===== src/rtl/mcpu_mbox_intc.sv =====
module mcpu_mbox_intc #(
  parameter int NCPU  = 4,
  parameter int NBITS = 64,
  parameter int NEXT  = 4,
  parameter int AW    = 8
) (
  input  logic            clk,
  input  logic            rst_n,
  input  logic [NEXT-1:0] ext_irq,
  input  logic            reg_wr,
  input  logic [AW-1:0]   reg_addr,
  input  logic [31:0]     reg_wdata,
  output logic [31:0]     reg_rdata,
  output logic [NCPU-1:0] cpu_irq
);
  localparam int SP     = 8 * (1 + (NBITS - 1) / 64);
  localparam int W      = SP * 8;
  localparam int MBITS  = 2 * NCPU;
  localparam int MB_LSB = 32;
  localparam int CW     = (NCPU > 1) ? $clog2(NCPU) : 1;
  localparam logic [W-1:0] IMPL =
      ((W'(1) << MBITS) - W'(1)) << MB_LSB | ((W'(1) << NEXT) - W'(1));

  logic [MBITS-1:0] mb;
  logic [NEXT-1:0]  ext_q;
  logic [W-1:0]     en [NCPU];
  logic [W-1:0]     raw_vec, wvec, lane;

  logic          sel_hit, sel_info;
  logic [2:0]    sel_kind;
  logic [CW-1:0] sel_cpu;
  int            sel_word;

  assign raw_vec = (W'(mb) << MB_LSB) | W'(ext_q);

  always_comb begin
    int a, rel, bank, c;
    a = int'(reg_addr);
    rel = 0; bank = 0; c = 0;
    sel_hit = 1'b0; sel_info = (a < 4);
    sel_kind = 3'd0; sel_cpu = '0; sel_word = 0;
    if (a >= 8) begin
      rel = a - 8;
      bank = rel / SP;
      sel_word = (rel % SP) / 4;
      if (bank < 3) begin
        sel_hit = 1'b1;
        sel_kind = 3'(bank);
      end else begin
        c = (bank - 3) / 4;
        if (c < NCPU) begin
          sel_hit = 1'b1;
          sel_cpu = CW'(c);
          sel_kind = 3'(3 + (bank - 3) % 4);
        end
      end
    end
  end

  assign wvec = W'(reg_wdata) << (sel_word * 32);
  assign lane = W'(32'hFFFF_FFFF) << (sel_word * 32);

  always_ff @(posedge clk) ext_q <= ext_irq;

  always_ff @(posedge clk) begin
    if (!rst_n) begin
      mb <= '0;
      for (int c = 0; c < NCPU; c++) en[c] <= '0;
    end else if (reg_wr && sel_hit) begin
      case (sel_kind)
        3'd0: mb <= (mb & ~lane[MB_LSB +: MBITS]) | wvec[MB_LSB +: MBITS];
        3'd1: mb <= mb | wvec[MB_LSB +: MBITS];
        3'd2: mb <= mb & ~wvec[MB_LSB +: MBITS];
        3'd4: en[sel_cpu] <= (en[sel_cpu] & ~lane) | (wvec & IMPL);
        3'd5: en[sel_cpu] <= en[sel_cpu] | (wvec & IMPL);
        3'd6: en[sel_cpu] <= en[sel_cpu] & ~wvec;
        default: ;
      endcase
    end
  end

  always_comb begin
    logic [W-1:0] rv;
    rv = '0;
    if (sel_hit) begin
      case (sel_kind)
        3'd0: rv = raw_vec;
        3'd3: rv = raw_vec & en[sel_cpu];
        3'd4: rv = en[sel_cpu];
        default: rv = '0;
      endcase
    end
    rv = rv >> (sel_word * 32);
    reg_rdata = sel_info ? 32'(NBITS) : rv[31:0];
  end

  for (genvar c = 0; c < NCPU; c++) begin : g_irq
    assign cpu_irq[c] = |(raw_vec & en[c]);
  end
endmodule



===== config.mk =====
export PLATFORM = sky130hd
export DESIGN_NAME = mcpu_mbox_intc
export DESIGN_NICKNAME = d
export VERILOG_FILES = /design/src/rtl/mcpu_mbox_intc.sv
export SDC_FILE = /design/constraint.sdc
export NUM_CORES = 1
export LEC_CHECK = 0
export BUFFER_PORTS_ARGS = -buffer_cell sky130_fd_sc_hd__buf_2
export CELL_PAD_IN_SITES_DETAIL_PLACEMENT = 0
export CELL_PAD_IN_SITES_GLOBAL_PLACEMENT = 1
export CORE_ASPECT_RATIO = 1.75
export CORE_MARGIN = 2
export CORE_UTILIZATION = 54
export DETAILED_ROUTE_END_ITERATION = 6
export PLACE_DENSITY = 0.95
export SLEW_MARGIN = 20
export SYNTH_ARGS = -nofsm -noshare
export SYNTH_HDL_FRONTEND = slang
export SYNTH_SLANG_ARGS = --single-unit

===== constraint.sdc =====
create_clock -name clk -period 25.3 [get_ports clk]
set_clock_uncertainty 0.1 [all_clocks]
set_input_delay 1.265 -clock clk [delete_from_list [all_inputs] [get_ports clk]]
set_output_delay 1.265 -clock clk [all_outputs]
set_load 0.01 [all_outputs]

==> results list <==
- Along the worst path, the maximum fanout reaches 30.
- The number of global-route vias before repair came to 12517.
* Number of setup buffers added after CTS: 0
- Port Buf Inserts: 82
- For this design the static power due to leakage is 5.94 nW.
- First-pass GRT wire length: 71000 microns
- Reg-to-reg startpoint: en[0][3]$_SDFFCE_PN0P_
* Root Buffer: clkbuf_16
- After synthesis, the cell types taking the most area are edfxtp_1 (50%), mux2_2 (3.6%), a211oi_1 (3.5%), and2_1 (3.3%), o21ai_0 (2.8%).
- After routing, the total negative slack on setup checks comes to 0 ns.
- The detailed router finished its first iteration with 1198 violations.
- For this run, the leading register cell type out of synthesis is edfxtp_1.
- Remaining max-slew budget at the tightest pin: 0.305
- Summed over all nets, the switching power comes to 0.000288 W.
- Synthesis produced a netlist whose cell count is 1422.
- The internal power of the cells totals 0.000766 W.
- The share of the Yosys chip area taken by registers is 0.516.
- Run status: completed
- The path with the worst hold slack has its endpoint at mb[3]$_SDFFE_PN0P_.
- CTS sink cnt: 268
- Before antenna repair, the detailed router went through 7 iterations.
- Pin count of the biggest net entering global routing: 97
- The die is 227 microns tall.
- Clock tree from TritonCTS: built
* Tot GR Track Use: 0.308
* Post-CTS Hold Fix Bufs: 0
- Register bit count reported by yosys: 268
- Setup slack of the worst register-to-register path: 23.14 ns
- Counting every net in the synthesized netlist gives 1486.
- The initial utilization of the core area, before any placement, comes to 0.549.
- Power Density: 62.5 nW/um^2
* Critical Path Sink Type: primary output
- R2R cell count: 5
- After synthesis the cells add up to 15400 sq um.
- For the pin with the worst max-slew slack, the measured transition is 1.04 ns.
* Remaining DRCs: 0
- CTS H-tree lvls: 1
- 83 I/O pins were placed.
- For this block, the routed nets add up to 46800 microns of wire.
- Number of gates given a new drive strength after cts: 0
* Type of the worst setup path: input pin to primary output
* Number of vias per cell: 6.73
* Switching Share: 0.273
- The number of pins exceeding their max-slew limit in the final report was 0.
* Count of cells along the worst hold path: 2
* Required time of the critical path: 23.93 ns
- Area added between synthesis and finish: 9.81%
* Final weighted congestion in routability-driven placement: 1.02
- Buffers inserted during clock tree synthesis total 25.
* Number of nets at the end of the flow: 1522
- Yosys mapped the design onto 76 distinct sky130hd cell types.
- The path class of the tightest hold or removal check is flip-flop to flip-flop.
- Across the run, the number of max-cap violations was 0.
* Fraction of final layout cells with drive strength greater than 1: 0.175
- Final worst hold slack: 0.512 ns
- The worst hold path begins at mb[3]$_SDFFE_PN0P_.
- The floorplan step defined a die boundary enclosing 29900 sq um.
- Largest area contributor in the synthesized netlist: edfxtp_1
- For this run the aggregate overflow at the end of global routing stands at 0.
- Derived from the worst setup path, the maximum achievable clock frequency is 88.1 MHz.
- Sequential group share of total power: 0.482
- The final number of hold-violating endpoints came to 0.
- The die is 132 microns wide.
* Antenna Nets Post-Route: 0
- Share of power burned in combinational logic: 0.160
- For this design, the slowest cell found on the critical path is nor3_2.
- Num rows: 81
- RSZ-0062 raised after global routing: no
* HPWL after DPL: 30600 microns
* Number of instances in the placed design: 1804
- Clock input transition at the sequential cells of the worst setup and hold paths: 0.07 ns
- FFs w/ async S/R, synth: 0
* Final instance count without filler cells: 1851
- Number of failing setup endpoints in the final timing report: 0
* Total number of yosys warnings: 0
- Synthesized area divided by synthesized cell count: 10.8 sq um
- IR analysis of the VDD net gives a maximum drop of 0.0607 mV.
* Number of enable flip-flop cells after synthesis: 256
* Via total after detailed routing: 12462
- Reg2Reg Capture Point: en[0][3]$_SDFFCE_PN0P_
- Share of the synthesized area in the top cell type: 0.500
- Clock power frac: 0.358
* Skew-Pair Late Insertion Delay: 0.54 ns
* Nature of the critical path startpoint: input pin
- Post-route minimum period: 11.35 ns
* Slowest stage delay, CP: 0.56 ns
- Portion of the clock cycle consumed by the worst path in the final layout: 0.448
* Area of the core: 28000 sq um
- STA puts the critical path data arrival time at 9.98 ns.
* Number of antenna violations at the first check in global routing: 1
* Number of buffers between clock root and the deepest sink: 3
- Detailed-route wire length per cell: 25.3 microns
cells in the final DEF, fill, tap and decap left out, drive strengths merged, types with 39 or more instances in the layout:
cell    instances
a21oi          67
buf           107
o21ai          89
nor2          110
edfxtp        256
nand2          85
mux2           49
a211oi         99
nand3          68
and2           81
a22o           39
power groups by stage:
stage | clock network [W] | logic, W | registers, W
4_1_cts | 0.000379 | 0.000165 | 0.000508
3_3_place_gp | 0 | 0.000163 | 0.000517
3_5_place_dp | 0 | 0.000164 | 0.000518
2_1_floorplan | 0 | 0.000110 | 0.000516
5_1_grt | 0.000395 | 0.000180 | 0.000510
6_report | 0.000378 | 0.000169 | 0.000509
metal layers:
layer  up-vias  track usage  routed length, microns
li1       5559            -                       -
met1      6106        0.328                   16000
met2       612        0.579                   25000
met3       185       0.0390                    2960
met4         0        0.187                    2790
met5         -            0                       0
worst max-delay path, delay by kind of cell:
kind,cells,cell delay [ns]
and+or+nand+nor,17,4.89
AOI/OAI and AO/OA,6,1.63
buffers and inverters,4,1.12
adders and majority gates,3,0.79
xor gates and xnor gates,1,0.22
worst max-delay path by stage:
stage | cells past startpoint | from | slack [ns] | endpoint
after detailed placement | 31 | reg_addr[5] | 14.17 | reg_rdata[27]
after global routing | 31 | reg_addr[5] | 13.30 | reg_rdata[27]
after floorplan | 30 | reg_addr[7] | 13.15 | en[3][0]$_DFFE_PP_
after CTS | 31 | reg_addr[5] | 14.16 | reg_rdata[27]
final | 31 | reg_addr[5] | 13.95 | reg_rdata[30]
after global placement | 31 | reg_addr[5] | 14.24 | reg_rdata[8]
sequential cells by signal, indices dropped and copies added, names as in the netlist:
signal	cells
en	256
ext_q	4
mb	8
through the flow:
stage / instance area (sq um) / power [W] / util / setup WS, ns
2_1_floorplan: 15400 / 0.000626 / - / 13.15
3_3_place_gp: 16100 / 0.000680 / 0.574 / 14.24
3_5_place_dp: 16100 / 0.000682 / 0.574 / 14.17
4_1_cts: 16900 / 0.00105 / 0.603 / 14.16
5_1_grt: 16900 / 0.00109 / 0.603 / 13.30
6_report: 16900 / 0.00105 / 0.603 / 13.95
synthesized netlist by cell type (all sizes together), types with 3 or more instances:
library cell,n
a221o,9
nand4,9
a32o,3
a21boi,5
or3,10
a21o,3
a2bb2oi,4
xnor2,13
a32oi,9
xor2,5
and2,81
o22ai,29
nor2b,31
a31oi,6
nor3,19
a31o,8
a221oi,14
o21a,6
nand3,68
a22o,39
or2,11
edfxtp,256
nor2,110
a211oi,99
ha,17
inv,25
o211ai,11
clkbuf,65
nand2,85
a21oi,67
buf,33
o2111ai,5
dfxtp,12
o21bai,4
or4,5
nor4,9
o31ai,8
nand2b,15
mux2i,27
a22oi,10
and3,12
nor3b,3
mux2,49
o21ai,89
cell type report:
cell class	instances	area (sq um)
well taps	373	467
clock inverters	18	174
fillers	2340	11100
multi-input cells	1030	6970
repair buffers	107	602
inverters	26	97.6
diodes	1	2.50
clock buffers	28	637
flip-flops and latches	268	7930
logic make-up after synthesis:
group / share of synthesized area
AND/OR/NAND/NOR: 0.160
XOR/XNOR: 0.0119
multiplexers: 0.0535
AO/OA/AOI/OAI: 0.210
flip-flops: 0.516
adder cells (fa/ha/maj): 0.0138
buffers and inverters: 0.0352
No activity file was read; power rests on OpenSTA's default activity.
